**config.mk**
```make
export PLATFORM = sky130hd
export DESIGN_NAME = useq_top
export DESIGN_NICKNAME = d
export VERILOG_FILES = /design/src/rtl/useq_pkg.sv /design/src/rtl/useq_cond.sv /design/src/rtl/useq_nextaddr.sv /design/src/rtl/useq_stack.sv /design/src/rtl/useq_top.sv
export SDC_FILE = /design/constraint.sdc
export NUM_CORES = 1
export LEC_CHECK = 0
export ABC_AREA = 1
export BUFFER_PORTS_ARGS = -buffer_cell sky130_fd_sc_hd__buf_2
export CORE_UTILIZATION = 57
export DETAILED_ROUTE_END_ITERATION = 10
export PLACE_DENSITY = 0.78
export SYNTH_ARGS = -nofsm -noshare
export SYNTH_HDL_FRONTEND = slang
export SYNTH_SLANG_ARGS = --single-unit
```
**constraint.sdc**
```tcl
create_clock -name clk -period 3.2 [get_ports clk]
set_input_delay 0.64 -clock clk [delete_from_list [all_inputs] [get_ports clk]]
set_output_delay 0.64 -clock clk [all_outputs]
set_load 0.02 [all_outputs]
```
**src/rtl/useq_pkg.sv**
```systemverilog
package useq_pkg;

    localparam int ADDR_W = 8;
    localparam int DEPTH  = 4;
    localparam int NCOND  = 8;
    localparam int SEL_W  = $clog2(NCOND);

    typedef enum logic [2:0] {
        OP_CONT  = 3'd0,
        OP_JMP   = 3'd1,
        OP_JCND  = 3'd2,
        OP_CALL  = 3'd3,
        OP_CCALL = 3'd4,
        OP_RET   = 3'd5,
        OP_CRET  = 3'd6,
        OP_RSVD  = 3'd7
    } op_e;

    function automatic logic op_is_call(op_e o);
        return (o == OP_CALL) || (o == OP_CCALL);
    endfunction

    function automatic logic op_is_ret(op_e o);
        return (o == OP_RET) || (o == OP_CRET);
    endfunction

    function automatic logic op_needs_cond(op_e o);
        return (o == OP_JCND) || (o == OP_CCALL) || (o == OP_CRET);
    endfunction

endpackage

```
**src/rtl/useq_cond.sv**
```systemverilog
module useq_cond #(
    parameter int NCOND = useq_pkg::NCOND,
    parameter int SEL_W = useq_pkg::SEL_W
) (
    input  logic [NCOND-1:0] cond_in,
    input  logic [SEL_W-1:0] cond_sel,
    input  logic             polarity,
    output logic             cond_ok
);
    always_comb begin
        cond_ok = cond_in[cond_sel] ^ polarity;
    end
endmodule

```
**src/rtl/useq_nextaddr.sv**
```systemverilog
module useq_nextaddr
    import useq_pkg::*;
#(
    parameter int ADDR_W = useq_pkg::ADDR_W
) (
    input  op_e               op,
    input  logic              cond_ok,
    input  logic [ADDR_W-1:0] upc,
    input  logic [ADDR_W-1:0] br_addr,
    input  logic [ADDR_W-1:0] tos_data,
    input  logic              can_push,
    input  logic              can_pop,
    output logic [ADDR_W-1:0] nxt,
    output logic              push,
    output logic              pop,
    output logic              bad
);
    logic taken;

    always_comb begin
        taken = !op_needs_cond(op) || cond_ok;
        nxt   = upc;
        push  = 1'b0;
        pop   = 1'b0;
        bad   = 1'b0;
        case (op)
            OP_JMP:  nxt = br_addr;
            OP_JCND: if (cond_ok) nxt = br_addr;
            OP_CALL, OP_CCALL: begin
                if (taken) begin
                    nxt = br_addr;
                    if (can_push) push = 1'b1;
                    else          bad  = 1'b1;
                end
            end
            OP_RET, OP_CRET: begin
                if (taken) begin
                    if (can_pop) begin
                        nxt = tos_data;
                        pop = 1'b1;
                    end else begin
                        bad = 1'b1;
                    end
                end
            end
            default: nxt = upc;
        endcase
    end
endmodule

```
**src/rtl/useq_stack.sv**
```systemverilog
module useq_stack #(
    parameter int ADDR_W = useq_pkg::ADDR_W,
    parameter int DEPTH  = useq_pkg::DEPTH
) (
    input  logic              clk,
    input  logic              rst,
    input  logic              push,
    input  logic              pop,
    input  logic              bad,
    input  logic [ADDR_W-1:0] din,
    output logic [ADDR_W-1:0] tos_data,
    output logic              can_push,
    output logic              can_pop,
    output logic              full,
    output logic              empty,
    output logic              err
);
    localparam int PW = $clog2(DEPTH + 1);
    localparam int IW = (DEPTH > 1) ? $clog2(DEPTH) : 1;
    localparam logic [PW-1:0] DEPTH_P = PW'(DEPTH);

    logic [ADDR_W-1:0] mem [DEPTH];
    logic [PW-1:0]     cnt_q;
    logic              pend_q;
    logic              err_q;
    logic [PW-1:0]     eff;
    logic [PW-1:0]     top_idx;

    // Effective depth: a pop issued last cycle is already accounted for here
    always_comb begin
        eff      = cnt_q - PW'(pend_q);
        top_idx  = eff - PW'(1);
        can_push = (eff != DEPTH_P);
        can_pop  = (eff != '0);
        tos_data = mem[top_idx[IW-1:0]];
    end

    for (genvar i = 0; i < DEPTH; i++) begin : g_slot
        always_ff @(posedge clk) begin
            if (!rst && push && (eff == PW'(i))) mem[i] <= din;
        end
    end

    always_ff @(posedge clk) begin
        if (rst) begin
            cnt_q  <= '0;
            pend_q <= 1'b0;
            err_q  <= 1'b0;
        end else begin
            cnt_q  <= cnt_q - PW'(pend_q) + PW'(push);
            pend_q <= pop;
            err_q  <= err_q | bad;
        end
    end

    assign full  = (cnt_q == DEPTH_P);
    assign empty = (cnt_q == '0);
    assign err   = err_q;

    assert_cnt_bound_R9: assert property (@(posedge clk) disable iff (rst)
        cnt_q <= DEPTH_P);

    assert_cnt_step_R9: assert property (@(posedge clk) disable iff (rst)
        (cnt_q == $past(cnt_q)) || (cnt_q == $past(cnt_q) + PW'(1)) ||
        (cnt_q == $past(cnt_q) - PW'(1)));

    assert_pop_lag_R9: assert property (@(posedge clk) disable iff (rst)
        (pop && !pend_q) |=> (cnt_q == $past(cnt_q)));

    assert_err_sticky_R10: assert property (@(posedge clk) disable iff (rst)
        err_q |=> err_q);

    assert_no_push_full_R10: assert property (@(posedge clk) disable iff (rst)
        !(push && (eff == DEPTH_P)));
endmodule

```
**src/rtl/useq_top.sv**
```systemverilog
module useq_top
    import useq_pkg::*;
#(
    parameter int ADDR_W = useq_pkg::ADDR_W,
    parameter int DEPTH  = useq_pkg::DEPTH,
    parameter int NCOND  = useq_pkg::NCOND,
    parameter int SEL_W  = $clog2(NCOND)
) (
    input  logic              clk,
    input  logic              rst,
    input  logic [2:0]        op,
    input  logic [ADDR_W-1:0] br_addr,
    input  logic [SEL_W-1:0]  cond_sel,
    input  logic              polarity,
    input  logic [NCOND-1:0]  cond_in,
    output logic [ADDR_W-1:0] next_addr,
    output logic              full,
    output logic              empty,
    output logic              err
);
    op_e               op_q;
    logic              cond_ok;
    logic [ADDR_W-1:0] upc_q;
    logic [ADDR_W-1:0] nxt;
    logic [ADDR_W-1:0] tos_data;
    logic              push, pop, bad;
    logic              can_push, can_pop;

    assign op_q = op_e'(op);

    useq_cond #(.NCOND(NCOND), .SEL_W(SEL_W)) u_cond (
        .cond_in (cond_in),
        .cond_sel(cond_sel),
        .polarity(polarity),
        .cond_ok (cond_ok)
    );

    useq_nextaddr #(.ADDR_W(ADDR_W)) u_next (
        .op      (op_q),
        .cond_ok (cond_ok),
        .upc     (upc_q),
        .br_addr (br_addr),
        .tos_data(tos_data),
        .can_push(can_push),
        .can_pop (can_pop),
        .nxt     (nxt),
        .push    (push),
        .pop     (pop),
        .bad     (bad)
    );

    useq_stack #(.ADDR_W(ADDR_W), .DEPTH(DEPTH)) u_stack (
        .clk     (clk),
        .rst     (rst),
        .push    (push),
        .pop     (pop),
        .bad     (bad),
        .din     (upc_q),
        .tos_data(tos_data),
        .can_push(can_push),
        .can_pop (can_pop),
        .full    (full),
        .empty   (empty),
        .err     (err)
    );

    assign next_addr = rst ? '0 : nxt;

    always_ff @(posedge clk) begin
        upc_q <= next_addr + ADDR_W'(1);
    end

    assert_upc_follow_R2: assert property (@(posedge clk) disable iff (rst)
        upc_q == ADDR_W'($past(next_addr) + ADDR_W'(1)));

    assert_jump_target_R3: assert property (@(posedge clk) disable iff (rst)
        (op_q == OP_JMP) |-> (next_addr == br_addr));

    assert_call_target_R5: assert property (@(posedge clk) disable iff (rst)
        push |-> (next_addr == br_addr));

    assert_fail_cont_R7: assert property (@(posedge clk) disable iff (rst)
        (op_needs_cond(op_q) && !cond_ok) |-> (next_addr == upc_q && !push && !pop));
endmodule

```
==> metrics.yaml, run 1 <==
clock_network:
  cts.sinks: 45
  clk_pin_slew_ps: 80
  clock_latency_ps: 300
  ctsHtreeMaxLevel: 2
  hold_buffers: 0
  cts.path.max_buffers: 2
  cts_buffers: 5
  clockRootBuffer: "clkbuf_8"
  cts_tree: "done"
die:
  fp.dieW_um: 68.9
  std_cell_rows: 23
  start_util_pct: 61.5
  placeableCoreArea_mm2: 0.00414
  io_pins: 36
  dieArea_mm2: 0.00475
  die_h_um: 68.9
yosys:
  yosysTopAreaCellShare_pct: 37.7
  synth_warnings: 0
  synth.distinct_cells: 30
  avgSynthCellArea_um2: 8.12
  ys_ff_latch: 45
  netlist_area_mm2: 0.00255
  synthTopCellsByArea: "edfxtp_1, nand2_1, dfxtp_1, inv_1, nand3_1"
  yosysTopAreaCell: "edfxtp_1"
  ys_seq_area_share_pct: 47.9
  synth_nets: 344
  postSynthCellCount: 314
final_layout:
  fill_cells: 336
  instances_no_fill: 412
  nets: 391
  final_util_pct: 73.0
  drive_above_1_share_pct: 27.1
  antenna_cells: 0
  area_growth_pct: 18.7
power_and_ir_drop:
  p_leak_nw: 1.41
  powerDensity_mw_per_mm2: 521
  combPwrFrac_pct: 28.2
  switchingPower_mw: 0.511
  internal_power_mw: 1.07
  ir_drop_mv: 0.328
  clockPowerShare_pct: 27.3
  p_sw_share_pct: 32.4
  pwr-share-seq_pct: 44.5
run_status:
  outcome: "finished clean"
sta:
  rsz0062_at_grt: "yes"
  post-route-period-util_pct: 99.1
  tightest_slew_ps: 455
  slew_violations: 0
  fin_ws_ps: 28.3
  hold_violations: 0
  fmax_mhz: 315
  setup_violations: 0
  clock_skew_ps: 3.36
  max_slew_margin_pct: 69.6
  post-route-min-period_ps: 3170
setup_path:
  rr_startpoint: "u_stack.cnt_q[0]"
  crit_path_max_fanout: 7
  ff2ff_path_depth: 20
  cp-start-kind: "register"
  crit_path_frequent_cell: "nand2_1"
  crit_type: "reg2out"
  r2r_setup_slack_ps: 420
  crit_path_end_kind: "output port"
  slowest_delay_ps: 350
  critPathSlowestCell: "dfxtp_2"
  crit_chain: "inv_1 -> ha_2 -> ha_4 -> inv_2 -> ha_4 -> buf_6 -> o21ai_0 -> o22ai_1 -> nand2_1 -> nand3_1 -> nand2_1 -> nand3_2 -> nand2_1 -> inv_2 -> buf_4"
  cp_data_required_time_ps: 2560
  r2r_end: "upc_q[6]"
  worstPathArrival_ps: 2530
min_path:
  holdPathEnd: "u_stack.err"
  hold-path-cell-count: 2
  hold_start: "u_stack.err"
  hp-class: "reg2reg"
grt:
  track_usage_pct: 24.7
  antenna_found_initial: 0
  grt_pass1_vias: 1919
  grt_max_degree: 19
  grt_overflow: 0
  grt_pass1_wl_um: 8470
routing:
  drt-pass1-iter-count: 5
  drtAntennaViolNets: 0
  routed_wl_um: 5510
  drt_iter0_drc: 235
  num_vias: 2212
  via_per_inst: 5.37
  remaining_drc_errors: 0
  avgRoutedWirePerCell_um: 13.4
placement:
  numPlacedInstances: 401
  portBuffers: 35
  gp_congestion: 0.822
  place_hpwl_um: 3820
  dpl_worst_slack_ps: 88.9
flow_run:
  drv_cap: 0
-- synth_stat cells --
cell type  instances
o211ai_1           1
edfxtp_1          32
nand2_1           97
nand3_1           29
nor2_2             2
a21oi_1            9
nor3b_1            1
o21ai_0           15
inv_2              3
inv_1             39
nand3b_2           1
xnor2_2            1
ha_1               5
dfxtp_1           13
nor2_1            24
a32o_1             1
nor2_4             3
buf_2              4
a22oi_1            2
buf_4              1
nand2_2            8
nand3_4            1
a21oi_2            1
nor3_1             1
o22ai_1            4
xnor2_1            1
nor4_1             2
nand4_1            3
nand3_2            9
buf_6              1
-- cells by family after synthesis --
kind of cell / synth area share [%]
AOI/OAI and AO/OA: 7.31
adders and majority gates: 2.45
and+or+nand+nor: 33.7
xor gates and xnor gates: 0.982
buffers and inverters: 7.70
DFF: 47.9
-- registers in the layout (all words and copies together), names as in the netlist --
register / flops
u_stack.cnt_q: 3
u_stack.mem: 32
u_stack.err: 1
u_stack.pend_q: 1
upc_q: 8
-- through the flow --
| stage | hold WS [ps] | power, mW | area [um^2] | TNS, ps |
|---|---|---|---|---|
| 2_1_floorplan | 482 | 0.987 | 2550 | 0 |
| 3_3_place_gp | 449 | 1.10 | 2810 | 0 |
| 3_5_place_dp | 465 | 1.10 | 2810 | 0 |
| 4_1_cts | 485 | 1.54 | 2960 | 0 |
| 5_1_grt | 514 | 1.65 | 3030 | -245 |
| 6_report | 481 | 1.58 | 3030 | 0 |
-- cell usage in the layout (no fill, tap or decap), types with 4 or more instances in the layout --
| cell | Yosys | routed |
|---|---|---|
| nand2_1 | 97 | 96 |
| edfxtp_1 | 32 | 32 |
| inv_1 | 39 | 31 |
| buf_2 | 4 | 29 |
| nand3_1 | 29 | 27 |
| nor2_1 | 24 | 24 |
| o21ai_0 | 15 | 15 |
| buf_4 | 1 | 13 |
| dfxtp_1 | 13 | 12 |
| nand3_2 | 9 | 11 |
| inv_2 | 3 | 10 |
| a21oi_1 | 9 | 9 |
| nand2_2 | 8 | 8 |
| clkbuf_8 | 0 | 5 |
| o22ai_1 | 4 | 4 |
| buf_6 | 1 | 4 |
-- worst max-delay path by stage --
stage                           startpoint           end  slack, ps  cells past startpoint
after floorplan           u_stack.cnt_q[0]  next_addr[3]        290                     15
after global placement    u_stack.cnt_q[0]  next_addr[0]        180                     16
after detailed placement  u_stack.cnt_q[0]  next_addr[4]         90                     15
after CTS                 u_stack.cnt_q[0]  next_addr[4]         20                     15
after global routing      u_stack.cnt_q[0]  next_addr[4]        -70                     15
final                     u_stack.cnt_q[0]  next_addr[1]         30                     15
-- worst max-delay path, delay by kind of cell, from the launching register on --
kind | cells | cell delay [ps]
compound gates | 2 | 320
fa+ha+maj | 3 | 740
buf+inv | 5 | 440
flops | 1 | 350
simple gates | 5 | 400
-- layout make-up --
type,instances,area (um^2),area share (%)
clock buffer,6,72.6,2.40
tap,50,62.6,2.07
multi-input combinational,221,1180,39.1
clock inverter,2,38.8,1.28
inverter,42,160,5.29
sequential,45,1220,40.4
timing repair buffer,46,288,9.51
-- repair_timing --
action                                  CTS  global route
resized for setup                         9            19
pin swaps                                 2             8
setup buffers                             0             3
endpoints found under the setup margin    8             8
-- layer usage --
metal | global-route usage (%) | wire length, um
met1 | 32.1 | 2450
met2 | 40.7 | 2730
met3 | 5.10 | 253
met4 | 8.93 | 70
met5 | 0 | 0
-- power groups by stage --
stage                     Clock, mW  Combinational, mW  Sequential [mW]
after global routing          0.453              0.493            0.704
after global placement            0              0.387            0.710
after floorplan                   0              0.287            0.701
after CTS                     0.436              0.409            0.699
after detailed placement          0              0.391            0.712
final                         0.430              0.445            0.701
(Power assumes the default switching activity.)
==> inputs of run 2 (changes only) <==
CORE_UTILIZATION = 38   (was 57)
PLACE_DENSITY = 0.56   (was 0.78)
==> run 2 against run 1 <==
Register-to-register slack better by 20 ps; global-route usage down 7.9 points; clock skew up 2.2 ps; worst hold slack better by 4.1 ps; maximum frequency up 2.3%; non-clock buffer count up 2; sequential power about the same; setup slack better by 72 ps; combinational power up 3%; flip-flop and latch count unchanged; cell count up 7.0%; die area up 48%; critical endpoint unchanged; largest power group unchanged.
==> metrics.yaml, run 2 (same netlist as run 1, synthesis figures left out) <==
sta:
  clock_skew_ps: 5.61  # +2.25 ps
  fmax_mhz: 323  # +2.3%
  post-route-min-period_ps: 3100  # -72.0 ps
  slew_violations: 0  # unchanged
  tightest_slew_ps: 503  # +47.8 ps
  hold_violations: 0  # unchanged
  fin_hold_ws_ps: 485  # +4.07 ps
  max_slew_margin_pct: 66.5  # -3.2 points
  post-route-period-util_pct: 96.9  # -2.2 points
  setup_violations: 0  # unchanged
  fin_ws_ps: 100  # +72.0 ps
  fin_setup_tns_ps: 0  # unchanged
clock_network:
  clock_latency_ps: 290  # about the same
  clockRootBuffer: "clkbuf_8"
  cts.sinks: 45  # unchanged
  cts_tree: "done"
  ctsHtreeMaxLevel: 2  # unchanged
  clk_pin_slew_ps: 90  # about the same
  cts_buffers: 5  # unchanged
  hold_buffers: 0  # unchanged
  cts.path.max_buffers: 2  # unchanged
placement:
  gp_congestion: 0.766  # -6.7%
  place_hpwl_um: 4180  # +9.5%
  portBuffers: 35  # unchanged
  dpl_worst_slack_ps: 103  # +14.1 ps
final_layout:
  mostFrequentLayoutCells: "nand2_1, inv_1, edfxtp_1"
  ff_latch_area_mm2: 0.00122  # unchanged
  antenna_cells: 0  # unchanged
  drive_above_1_share_pct: 28.6  # +1.5 points
  area_growth_pct: 21.1
  nets: 393  # +0.51%
  fill_cells: 628  # +87%
  multi_input_comb_area_mm2: 0.00121  # +2.1%
  regMostFlops: "u_stack.mem"
  largest_reg_flops: 32  # unchanged
  final_util_pct: 48.1  # -25 points
  reg_top3: "u_stack.mem (32), upc_q (8), u_stack.cnt_q (3)"
  final_common_cell: "nand2_1"
routing:
  avgRoutedWirePerCell_um: 12.9  # -3.2%
  drt_iter0_drc: 114  # -51%
  drt-pass1-iter-count: 4  # -1
  via_per_inst: 5.02  # -6.5%
  routed_wl_um: 5700  # +3.6%
  remaining_drc_errors: 0  # unchanged
  num_vias: 2214  # +0.090%
  drtAntennaViolNets: 0  # unchanged
min_path:
  hp-class: "reg2reg"
  holdPathEnd: "u_stack.err"
  hold-path-cell-count: 2  # unchanged
  hold_start: "u_stack.err"
grt:
  grt_max_degree: 19  # unchanged
  grt_overflow: 0  # unchanged
  track_usage_pct: 16.9  # -7.9 points
  grt_pass1_vias: 1966  # +2.4%
  grt_pass1_wl_um: 9430  # +11%
  antenna_found_initial: 0  # unchanged
setup_path:
  crit_chain: "inv_1 -> ha_2 -> ha_4 -> inv_4 -> ha_4 -> buf_6 -> o21ai_1 -> o22ai_1 -> nand2_1 -> nand3_1 -> nand2_1 -> nand3_2 -> nand2_1 -> inv_2 -> buf_6"
  critPathSlowestCell: "dfxtp_2"
  cp-start-kind: "register"
  rr_startpoint: "u_stack.cnt_q[0]"
  r2r_end: "upc_q[6]"
  crit_type: "reg2out"
  critPathTopFamily: "adder cells"
  ff2ff_path_depth: 20  # unchanged
  slowest_delay_ps: 350  # about the same
  cp_data_required_time_ps: 2560  # about the same
  worstPathArrival_ps: 2460  # -70 ps
  critPathBufInv: 5  # unchanged
  crit_path_max_fanout: 7  # unchanged
  r2r_setup_slack_ps: 440  # +20 ps
  crit_path_frequent_cell: "nand2_1"
  crit_path_end_kind: "output port"
die:
  std_cell_rows: 29  # +26%
  dieArea_mm2: 0.00704  # +48%
  die_h_um: 83.9  # +22%
  placeableCoreArea_mm2: 0.00642  # +55%
  start_util_pct: 39.7  # -22 points
  io_pins: 36  # unchanged
  fp.dieW_um: 83.9  # +22%
power_and_ir_drop:
  powerDensity_mw_per_mm2: 492  # -5.6%
  ir_drop_mv: 0.228  # -31%
  total_power_mw: 1.52  # -3.7%
  p_leak_nw: 1.42  # +0.54%
flow_run:
  drv_cap: 0  # unchanged
run_status:
  outcome: "finished clean"
run 2: cell count changes in the layout (fill, tap and decap cells not counted), moves of 2 or more:
cell and change:
buf_6 +2, inv_2 -2, nand2_1 -2, nand2_2 +2
o21ai_0 -3, o21ai_2 +2
run 2: routing by layer:
metal,up-vias,share of wire (%),track usage [%]
li1,1129,-,-
met1,1019,47,22.5
met2,64,48,28.1
met3,2,4.6,2.97
met4,0,0.68,4.55
met5,-,0,0
run 2: worst max path at each step:
| stage | slack, ps | startpoint | endpoint | depth (start not counted) |
|---|---|---|---|---|
| global placement | 170 | u_stack.cnt_q[0] | next_addr[0] | 16 |
| finish | 100 | u_stack.cnt_q[0] | next_addr[1] | 15 |
| floorplan | 290 | u_stack.cnt_q[0] | next_addr[3] | 15 |
| CTS | 20 | u_stack.cnt_q[0] | next_addr[1] | 15 |
| global route | -10 | u_stack.cnt_q[0] | next_addr[2] | 15 |
| detailed placement | 100 | u_stack.cnt_q[0] | next_addr[1] | 15 |
run 2: power by group:
part	leakage, nW	switching, mW	internal, mW
Sequential	0.400	0.0364	0.666
Clock	0.0445	0.202	0.155
Combinational	0.972	0.282	0.176
Total	1.42	0.520	0.998
run 2: area by class of cell:
cell class              count  area share [%]
flip-flops and latches     45            39.6
multi-input cells         221            39.1
repair buffers             48            9.97
inverters                  42            5.27
well taps                  77            3.12
clock buffers               5            2.23
clock inverters             3           0.689
run 2: worst reg2reg max path, delay by kind of cell (launching register included):
kind	cells	cell delay [ps]
buffers and inverters	4	310
and+or+nand+nor	10	800
AOI/OAI and AO/OA	2	290
adders and majority gates	4	900
DFF	1	350
run 2: what timing repair did:
action	CTS	global route
endpoints found under the setup margin	8	8
buffers inserted	0	4
gates resized for setup	9	28
pin swaps	2	20
run 2: metrics by stage:
step / std cells / cell area [um^2]
after floorplan: 314 / 2550
after CTS: 437 / 2980
after detailed placement: 429 / 2850
after global placement: 429 / 2850
after global routing: 441 / 3090
final: 441 / 3090
